`config.mk`:
```
export PLATFORM = sky130hd
export DESIGN_NAME = llsrch_engine
export DESIGN_NICKNAME = d
export VERILOG_FILES = /design/src/rtl/llsrch_pkg.sv /design/src/rtl/llsrch_field.sv /design/src/rtl/llsrch_budget.sv /design/src/rtl/llsrch_fsm.sv /design/src/rtl/llsrch_engine.sv
export SDC_FILE = /design/constraint.sdc
export NUM_CORES = 1
export LEC_CHECK = 0
export ABC_CLOCK_PERIOD_IN_PS = 4400
export BUFFER_PORTS_ARGS = -buffer_cell sky130_fd_sc_hd__buf_2
export CORE_MARGIN = 4
export CORE_UTILIZATION = 50
export DETAILED_ROUTE_END_ITERATION = 12
export PLACE_DENSITY = 0.79
export SYNTH_ARGS = -nofsm -noshare
export SYNTH_HDL_FRONTEND = slang
export SYNTH_SLANG_ARGS = --single-unit
export TNS_END_PERCENT = 5
```
`constraint.sdc`:
```
create_clock -name clk -period 4.4 [get_ports clk]
set_clock_uncertainty 0.2 [all_clocks]
set_input_delay 0.22 -clock clk [delete_from_list [all_inputs] [get_ports clk]]
set_output_delay 0.22 -clock clk [all_outputs]
set_load 0.01 [all_outputs]
```
`src/rtl/llsrch_pkg.sv`:
```
package llsrch_pkg;
  typedef enum logic [1:0] {
    SRCH_NONE  = 2'b00,
    SRCH_FOUND = 2'b01,
    SRCH_END   = 2'b10,
    SRCH_TMO   = 2'b11
  } srch_stat_e;

  typedef enum logic [1:0] {
    PH_IDLE,
    PH_ISSUE,
    PH_WAIT
  } srch_phase_e;
endpackage

```
`src/rtl/llsrch_field.sv`:
```
module llsrch_field #(
  parameter int WORD_W = 48,
  parameter int ADDR_W = 20,
  parameter int VAL_W  = 20
) (
  input  logic [WORD_W-1:0] word,
  input  logic [VAL_W-1:0]  key,
  output logic [ADDR_W-1:0] next_addr,
  output logic              hit,
  output logic              tail
);
  localparam int VAL_LO = ADDR_W;
  localparam int VAL_HI = ADDR_W + VAL_W - 1;

  logic [VAL_W-1:0] node_val;

  always_comb begin
    next_addr = word[ADDR_W-1:0];
    node_val  = word[VAL_HI:VAL_LO];
    hit       = (node_val >= key);
    tail      = (next_addr == '0);
  end
endmodule

```
`src/rtl/llsrch_budget.sv`:
```
module llsrch_budget #(
  parameter int CNT_W = 16
) (
  input  logic             clk,
  input  logic             rst_n,
  input  logic             load,
  input  logic [CNT_W-1:0] limit,
  input  logic             step,
  output logic             zero_limit,
  output logic             last
);
  logic [CNT_W-1:0] limit_q;
  logic [CNT_W-1:0] seen;

  always_ff @(posedge clk or negedge rst_n) begin
    if (!rst_n) begin
      limit_q <= '0;
      seen    <= '0;
    end else if (load) begin
      limit_q <= limit;
      seen    <= '0;
    end else if (step) begin
      seen <= seen + 1'b1;
    end
  end

  always_comb begin
    zero_limit = (limit == '0);
    last       = (CNT_W'(seen + 1'b1) == limit_q);
  end


  budget_range_chk: assert property (@(posedge clk) disable iff (!rst_n)
    step |-> (seen < limit_q));
endmodule

```
`src/rtl/llsrch_fsm.sv`:
```
module llsrch_fsm
  import llsrch_pkg::*;
#(
  parameter int ADDR_W = 20,
  parameter int VAL_W  = 20
) (
  input  logic              clk,
  input  logic              rst_n,
  input  logic              start,
  input  logic [ADDR_W-1:0] start_addr,
  input  logic [VAL_W-1:0]  key,
  input  logic              hit,
  input  logic              tail,
  input  logic [ADDR_W-1:0] next_addr,
  input  logic              last,
  input  logic              zero_limit,
  output logic [VAL_W-1:0]  key_q,
  output logic              load,
  output logic              step,
  output logic              busy,
  output logic              done,
  output logic [1:0]        status,
  output logic [ADDR_W-1:0] result_addr,
  output logic              rd_en,
  output logic [ADDR_W-1:0] rd_addr
);
  srch_phase_e      ph;
  logic [ADDR_W-1:0] cur;

  always_ff @(posedge clk or negedge rst_n) begin
    if (!rst_n) begin
      ph          <= PH_IDLE;
      cur         <= '0;
      key_q       <= '0;
      done        <= 1'b0;
      status      <= SRCH_NONE;
      result_addr <= '0;
    end else begin
      done <= 1'b0;
      unique case (ph)
        PH_IDLE: if (start) begin
          key_q <= key;
          cur   <= start_addr;
          if (start_addr == '0) begin
            done        <= 1'b1;
            status      <= SRCH_END;
            result_addr <= '0;
          end else if (zero_limit) begin
            done        <= 1'b1;
            status      <= SRCH_TMO;
            result_addr <= '0;
          end else begin
            ph <= PH_ISSUE;
          end
        end
        PH_ISSUE: ph <= PH_WAIT;
        PH_WAIT: begin
          if (hit) begin
            done        <= 1'b1;
            status      <= SRCH_FOUND;
            result_addr <= cur;
            ph          <= PH_IDLE;
          end else if (tail) begin
            done        <= 1'b1;
            status      <= SRCH_END;
            result_addr <= '0;
            ph          <= PH_IDLE;
          end else if (last) begin
            done        <= 1'b1;
            status      <= SRCH_TMO;
            result_addr <= '0;
            ph          <= PH_IDLE;
          end else begin
            cur <= next_addr;
            ph  <= PH_ISSUE;
          end
        end
        default: ph <= PH_IDLE;
      endcase
    end
  end

  always_comb begin
    busy    = (ph != PH_IDLE);
    rd_en   = (ph == PH_ISSUE);
    rd_addr = cur;
    load    = (ph == PH_IDLE) && start;
    step    = (ph == PH_WAIT);
  end


  no_back2back_chk: assert property (@(posedge clk) disable iff (!rst_n)
    rd_en |=> !rd_en);


  done_pulse_chk: assert property (@(posedge clk) disable iff (!rst_n)
    done |=> !done);


  stat_hold_chk: assert property (@(posedge clk) disable iff (!rst_n)
    (status != $past(status)) |-> done);


  result_zero_chk: assert property (@(posedge clk) disable iff (!rst_n)
    (done && status != SRCH_FOUND) |-> (result_addr == '0));


  found_addr_chk: assert property (@(posedge clk) disable iff (!rst_n)
    (done && status == SRCH_FOUND) |-> (result_addr != '0));
endmodule

```
`src/rtl/llsrch_engine.sv`:
```
module llsrch_engine #(
  parameter int WORD_W = 48,
  parameter int ADDR_W = 20,
  parameter int VAL_W  = 20,
  parameter int CNT_W  = 16
) (
  input  logic              clk,
  input  logic              rst_n,
  input  logic              start,
  input  logic [ADDR_W-1:0] start_addr,
  input  logic [VAL_W-1:0]  key,
  input  logic [CNT_W-1:0]  limit,
  output logic              busy,
  output logic              done,
  output logic [1:0]        status,
  output logic [ADDR_W-1:0] result_addr,
  output logic              rd_en,
  output logic [ADDR_W-1:0] rd_addr,
  input  logic [WORD_W-1:0] rd_data
);
  logic [VAL_W-1:0]  key_q;
  logic [ADDR_W-1:0] next_addr;
  logic hit, tail, last, zero_limit, load, step;

  llsrch_field #(.WORD_W(WORD_W), .ADDR_W(ADDR_W), .VAL_W(VAL_W)) u_field (
    .word(rd_data), .key(key_q), .next_addr(next_addr), .hit(hit), .tail(tail)
  );

  llsrch_budget #(.CNT_W(CNT_W)) u_budget (
    .clk(clk), .rst_n(rst_n), .load(load), .limit(limit), .step(step),
    .zero_limit(zero_limit), .last(last)
  );

  llsrch_fsm #(.ADDR_W(ADDR_W), .VAL_W(VAL_W)) u_fsm (
    .clk(clk), .rst_n(rst_n), .start(start), .start_addr(start_addr), .key(key),
    .hit(hit), .tail(tail), .next_addr(next_addr), .last(last),
    .zero_limit(zero_limit), .key_q(key_q), .load(load), .step(step),
    .busy(busy), .done(done), .status(status), .result_addr(result_addr),
    .rd_en(rd_en), .rd_addr(rd_addr)
  );
endmodule

```
# After elaboration in Yosys (flattened, before gate mapping)
# Index checks and enable logic that the tools add are counted.
dict set report totals {
  latchBits 0
  in_bits 107
  ff_bits 97
  output_inout_bits 45
  ram_bits 0
  mem_bits_ro 0
  n_memories 0
  word_cells 68
}
dict set report classes {
  div 0
  n_eq_ne 11
  reduce_logical 12
  add_sub_neg 1
  mul 0
  magnitude_cmp 1
  n_bitwise 0
  muxes 35
  shift 0
}
# operator n
set op_table {}
lappend op_table {{20-bit 2-to-1 mux} 10}
lappend op_table {{20-bit case mux with 2 select lines} 2}
lappend op_table {{20-bit logical NOT} 2}
lappend op_table {{16-bit 2-to-1 mux} 2}
lappend op_table {{2-bit 2-to-1 mux} 11}
lappend op_table {{20-bit >= comparator} 1}
lappend op_table {{16-bit by 1-bit adder with 16-bit output, second input constant} 1}
lappend op_table {{16-bit == test} 1}
lappend op_table {{16-bit logical NOT} 1}
lappend op_table {{2-bit inequality test, second input constant} 6}
lappend op_table {{1-bit 2-to-1 mux} 7}
lappend op_table {{2-bit case mux with 3 select lines} 1}
lappend op_table {{2-bit nonzero test} 3}
lappend op_table {{5-bit AND reduction} 1}
lappend op_table {{4-bit inequality test, second input constant} 1}
lappend op_table {{2-bit case mux with 2 select lines} 1}
lappend op_table {{4-bit AND reduction} 1}
lappend op_table {{3-bit by 2-bit inequality test with 1-bit output, second input constant} 1}
lappend op_table {{3-bit AND reduction} 1}
lappend op_table {{2-bit by 1-bit == test with 1-bit output, second input constant} 1}
lappend op_table {{2-bit == test, second input constant} 1}
lappend op_table {{2-bit logical NOT} 1}
lappend op_table {{1-bit case mux with 2 select lines} 1}
lappend op_table {{2-bit AND reduction} 1}
lappend op_table {{1-bit logical AND} 1}

# Depth between registers and ports, before layout
dict set report depth {
  ltp_word 6
  mapped_depth 11
  ltp_nobuf 10
}

# By module
# A second synthesis with hierarchy kept.
dict set report hier_totals {
  cells_unflattened 511
  area_unflattened_um2 5403.9
}
# mod instances area_each_um2 cells_per_inst
set modules_own_cells {}
lappend modules_own_cells {llsrch_fsm 1 2731.4 213}
lappend modules_own_cells {llsrch_budget 1 1981.9 201}
lappend modules_own_cells {llsrch_field 1 690.7 97}

# Least setup slack after synthesis
# Ideal clock, no wire load.
dict set report synth_path {
  path_kind {register to register}
  from {register u_fsm.key_q[13]}
  to {register u_fsm.cur[0], in the netlist u_fsm.rd_addr[0]}
  path_buffers 1
  setup_slack_ns 1.183
  stages_incl_launch_ff 10
  setup_time_ns 0.126
  period_less_slack_ns 3.217
  t_required_ns 4.074
  t_arrival_ns 2.891
  path_cell_list {dfrtp_1 -> inv_1 -> ha_1 -> a21o_1 -> a221o_1 -> a2111oi_0 -> a21oi_1 -> or4_4 -> buf_6 -> a221o_1}
}
dict set report synth_between {
  elab_chain_len 3
}
# item line_no
set synth_rtl {}
lappend synth_rtl {{start: declaration} llsrch_fsm.sv:17} ;# output logic [VAL_W-1:0] key_q,
lappend synth_rtl {{start signal: assignment} llsrch_fsm.sv:42} ;# key_q <= key;
lappend synth_rtl {{20-bit >= comparator} llsrch_field.sv:20} ;# hit = (node_val >= key);
lappend synth_rtl {{2-bit inequality test (no line)} -}
lappend synth_rtl {{5-bit AND reduction (no line)} -}
lappend synth_rtl {{end signal: assignment} llsrch_fsm.sv:43} ;# cur <= start_addr;
lappend synth_rtl {{end signal: assignment} llsrch_fsm.sv:74} ;# cur <= next_addr;
lappend synth_rtl {{end: declaration} llsrch_fsm.sv:28} ;# logic [ADDR_W-1:0] cur;
# No other way between the ends.
# A chain may end at the register's enable or synchronous reset.

# Final worst setup path
dict set report layout_path {
  from {register u_budget.seen[2]}
  to {register u_fsm.cur[8], in the netlist u_fsm.rd_addr[8]}
}
dict set report layout_between {
  elab_chain_len 4
}
# item line_no
set layout_rtl {}
lappend layout_rtl {{start: declaration} llsrch_budget.sv:13} ;# logic [CNT_W-1:0] seen;
lappend layout_rtl {{start signal: assignment} llsrch_budget.sv:23} ;# seen <= seen + 1'b1;
lappend layout_rtl {{16-bit by 1-bit adder with 16-bit output} llsrch_budget.sv:29} ;# last = (CNT_W'(seen + 1'b1) == limit_q);
lappend layout_rtl {{16-bit == test} llsrch_budget.sv:29}
lappend layout_rtl {{2-bit inequality test (no line)} -}
lappend layout_rtl {{5-bit AND reduction (no line)} -}
# No other way between the ends.

==> impl_summary.log <==
INFO  metric power_spent_charging_and_discharging_nets = 0.00142 W
INFO  metric seq_area_frac_synth = a little under half
INFO  metric drt_first_iter_violations = between 300 and 400
INFO  metric ys_types = 49
INFO  metric r2r_start = u_budget.seen[2]
INFO  metric synthesis.yosys.warnings = 0
INFO  metric routedWlPerCell = 17.4 µm
INFO  metric initial_utilization = between 50 and 60%
INFO  metric antenna_violations_before_repair = 0
INFO  metric cts.htree.levels = 3
INFO  metric setup-violations-final = 0
INFO  metric max_slew_margin = a little over a quarter
INFO  metric fp.dieW = between 100 and 150 µm
INFO  metric clock_period_minus_final_worst_setup_slack = between 4 and 5 ns
INFO  metric hold_path_origin = start_addr[2]
INFO  metric insertion_delay = 0.37 ns
INFO  metric final_cells = 836
INFO  metric postRouteWirelength = between 10000 and 15000 µm
INFO  metric share_seq_of_total_power = 39.9%
INFO  metric net_count_of_the_mapped_netlist = 620
INFO  metric worst-endpoint-arrival = around 4.2 ns
INFO  metric drc = 0
INFO  metric setup_crit_start = u_budget.seen[2]
INFO  metric start_kind = flip-flop
INFO  metric pwr-share-clk = 14.9%
INFO  metric worst_hold_path_type = in -> reg
INFO  metric number_of_vias_after_detailed_routing = between 4k and 5k
INFO  metric fp.coreArea = between 9000 and 10000 µm²
INFO  metric dp.cells = 745
INFO  metric cts_tree = built
INFO  metric timing.final.crit_share = 94.7%
INFO  metric grt_pass1_vias = about 4.8k
INFO  metric timing.setup.tns = 0 ns
INFO  metric fillerInstances = about 700
INFO  metric timing_worst_slew_pin_value = 1.09 ns
INFO  metric power_frac_comb = between 40% and 50%
INFO  metric area_growth = 34.5%
INFO  metric crit_fanout = 20
INFO  metric rows = 36
INFO  metric syn_area_per_cell = between 10 and 15 µm²
INFO  metric power.static_leakage = 3.27 nW
INFO  metric overflow = 0
INFO  metric first_pass_iters = 5
INFO  metric power.density_cell_area = about 540 nW/µm²
INFO  metric run_status = completed
INFO  metric clockRootBuffer = sky130_fd_sc_hd__clkbuf_8
INFO  metric proportion_of_register_bits_with_asynchronous_set_or_reset_after_synthesis = 100%
INFO  metric synthesized_instance_count = between 400 and 500
INFO  metric vdd_ir_drop_max = 0.301 mV
INFO  metric pin_count_of_the_biggest_net_entering_global_routing = between 60 and 70
INFO  metric final_cell_mix = 142 x sky130_fd_sc_hd__buf_2, 97 x sky130_fd_sc_hd__dfrtp_1, 74 x sky130_fd_sc_hd__dlygate4sd3_1, 40 x sky130_fd_sc_hd__nand2_1, 40 x sky130_fd_sc_hd__o21ai_0
INFO  metric synth_enable_flop_cells = 0
INFO  metric antenna_violating_nets_post_route = 0
INFO  metric preCtsSetupSlack = around 0.8 ns
INFO  metric die_area = 11800 µm²
INFO  metric cts_inserted_buffers = 9
INFO  metric dominantRegCellSynth = sky130_fd_sc_hd__dfrtp_1
INFO  metric drv.max_cap_violation_count = 0
INFO  metric dp_hpwl = between 9000 and 10000 µm
INFO  metric final_slew_violations = 0
INFO  metric most_common_library_cell_in_the_layout_ignoring_fill_and_taps = sky130_fd_sc_hd__buf_2
INFO  metric io_pins = between 150 and 200
INFO  metric setup.worst_path.class = reg -> reg
INFO  metric share_of_final_layout_standard_cells_stronger_than_drive_strength_1 = around 28%
INFO  metric grt_util_all_layers = 24.7%
INFO  metric clock_sinks = slightly below 100
INFO  metric critPathRequiredTime = 4.46 ns
INFO  metric postSynthRegisterBits = 97
INFO  metric rsz0062_at_grt = false
INFO  metric crit_end_category = flip-flop
INFO  metric ctsLongestPathBuffers = 2
INFO  metric fmaxAchievable = around 0.24 GHz
INFO  metric power.share.switching = a little under two fifths
INFO  metric design.final.nets = about 830
INFO  metric detail_route.vias_per_cell = 5.75
INFO  metric fp.dieH = 109 µm
INFO  metric port_buffers = roughly 140
INFO  metric layout_setup_ws = approximately 0.23 ns
INFO  metric power_report.internal_total = 0.00229 W
INFO  metric routability_cong = 0.923
INFO  metric clock_pin_slew_of_the_registers_on_the_worst_case_setup_and_hold_paths = ~0.11 ns
INFO  metric synth_area = between 5000 and 6000 µm²
INFO  metric worst-r2r-setup-slack = 0.23 ns
INFO  metric hold_viol = 0
INFO  metric grt_pass1_wl = roughly 23000 µm
per-layer routing:
metal	part of all wire, %	wire (µm)	vias up	GRT usage [%]
met5	0	0	-	0
met4	4.0	577	0	11.3
met3	5.7	834	54	4.09
met2	50	7290	207	42.3
met1	40	5830	2334	30.8
li1	-	-	2213	-
cells in the mapped netlist (9+ instances only):
cell type                  count  area [µm²]
sky130_fd_sc_hd__nor2_1       23        86.3
sky130_fd_sc_hd__clkbuf_1     18        67.6
sky130_fd_sc_hd__a22o_1       23         201
sky130_fd_sc_hd__ha_1         21         263
sky130_fd_sc_hd__inv_1        27         101
sky130_fd_sc_hd__o21ai_0      40         200
sky130_fd_sc_hd__nand2_1      40         150
sky130_fd_sc_hd__and2_1       22         138
sky130_fd_sc_hd__nor4_1       16         100
sky130_fd_sc_hd__xnor2_1      11        96.3
sky130_fd_sc_hd__a221o_1      21         210
sky130_fd_sc_hd__a21oi_1       9        45.0
sky130_fd_sc_hd__dfrtp_1      97        2430
sky130_fd_sc_hd__mux2_2       17         191
sky130_fd_sc_hd__nand4_1      10        62.6
kinds of logic after synthesis:
kind of cell / count (synthesis) / share of synthesized area, %
muxes: 19 / 4.17
adders and majority gates: 21 / 5.18
AOI/OAI and AO/OA: 128 / 18.5
and+or+nand+nor: 151 / 16.3
buffers and inverters: 57 / 4.71
xor gates and xnor gates: 19 / 3.28
DFF: 97 / 47.9
power groups by stage:
stage | Sequential [W] | Combinational (W) | Clock (W)
6_report | 0.00148 | 0.00168 | 0.000554
5_1_grt | 0.00153 | 0.00184 | 0.000606
2_1_floorplan | 0.00152 | 0.000915 | 0
3_5_place_dp | 0.00149 | 0.00147 | 0
3_3_place_gp | 0.00147 | 0.00142 | 0
4_1_cts | 0.00147 | 0.00165 | 0.000567
worst max-delay path, stage by stage, from the launching register on:
cell	delay, ns
sky130_fd_sc_hd__dfrtp_1	0.53
sky130_fd_sc_hd__nand3_2	0.21
sky130_fd_sc_hd__nor4_2	0.48
sky130_fd_sc_hd__mux2i_1	0.27
sky130_fd_sc_hd__nor2_1	0.07
sky130_fd_sc_hd__o41ai_1	0.49
sky130_fd_sc_hd__nor3_1	0.15
sky130_fd_sc_hd__or4_4	0.71
sky130_fd_sc_hd__a221o_1	0.35
sky130_fd_sc_hd__dlygate4sd3_1	0.59
metrics by stage:
step	total power [W]	utilization (%)	cell area, µm²	hold WS (ns)
after global placement	0.00289	59.9	5880	0.138
after detailed placement	0.00296	59.9	5880	0.147
after CTS	0.00369	69.3	6810	0.000979
after floorplan	0.00243	-	5070	-0.276
final	0.00371	69.4	6820	0.0119
after global routing	0.00397	69.4	6820	0.0113
repair_timing:
item / in CTS / in global routing
gates resized for setup: 0 / 2
hold buffers: 74 / 0
setup buffers: 0 / 0
endpoints found under the setup margin: 0 / 17
hold endpoints to repair: 116 / 0
sequential cells by signal, indices dropped and copies added, names as in the netlist:
register and count:
u_fsm.done 1, u_budget.limit_q 16, u_fsm.ph 2, u_fsm.rd_addr 20
u_fsm.result_addr 20, u_budget.seen 16, u_fsm.key_q 20, u_fsm.status 2
layout make-up:
cell class | instances | area [µm²] | share of cell area, %
Clock inverter | 7 | 60.1 | 0.881
Clock buffer | 9 | 124 | 1.82
Antenna cell | 1 | 2.50 | 0.0367
Sequential cell | 97 | 2430 | 35.6
Inverter | 27 | 101 | 1.49
Multi-Input combinational cell | 338 | 2420 | 35.6
Tap cell | 133 | 166 | 2.44
Timing Repair Buffer | 224 | 1510 | 22.2
worst paths after layout:
kind,to,depth (start not counted)
setup reg to reg,u_fsm.rd_addr[8],9
min in group asynchronous,u_fsm.rd_addr[16],2
hold reg to reg,u_fsm.result_addr[1],1
setup / recovery,u_fsm.rd_addr[8],9
hold / removal,u_fsm.rd_addr[2],3
max in group asynchronous,u_budget.limit_q[11],3
(Power assumes the default switching activity.)
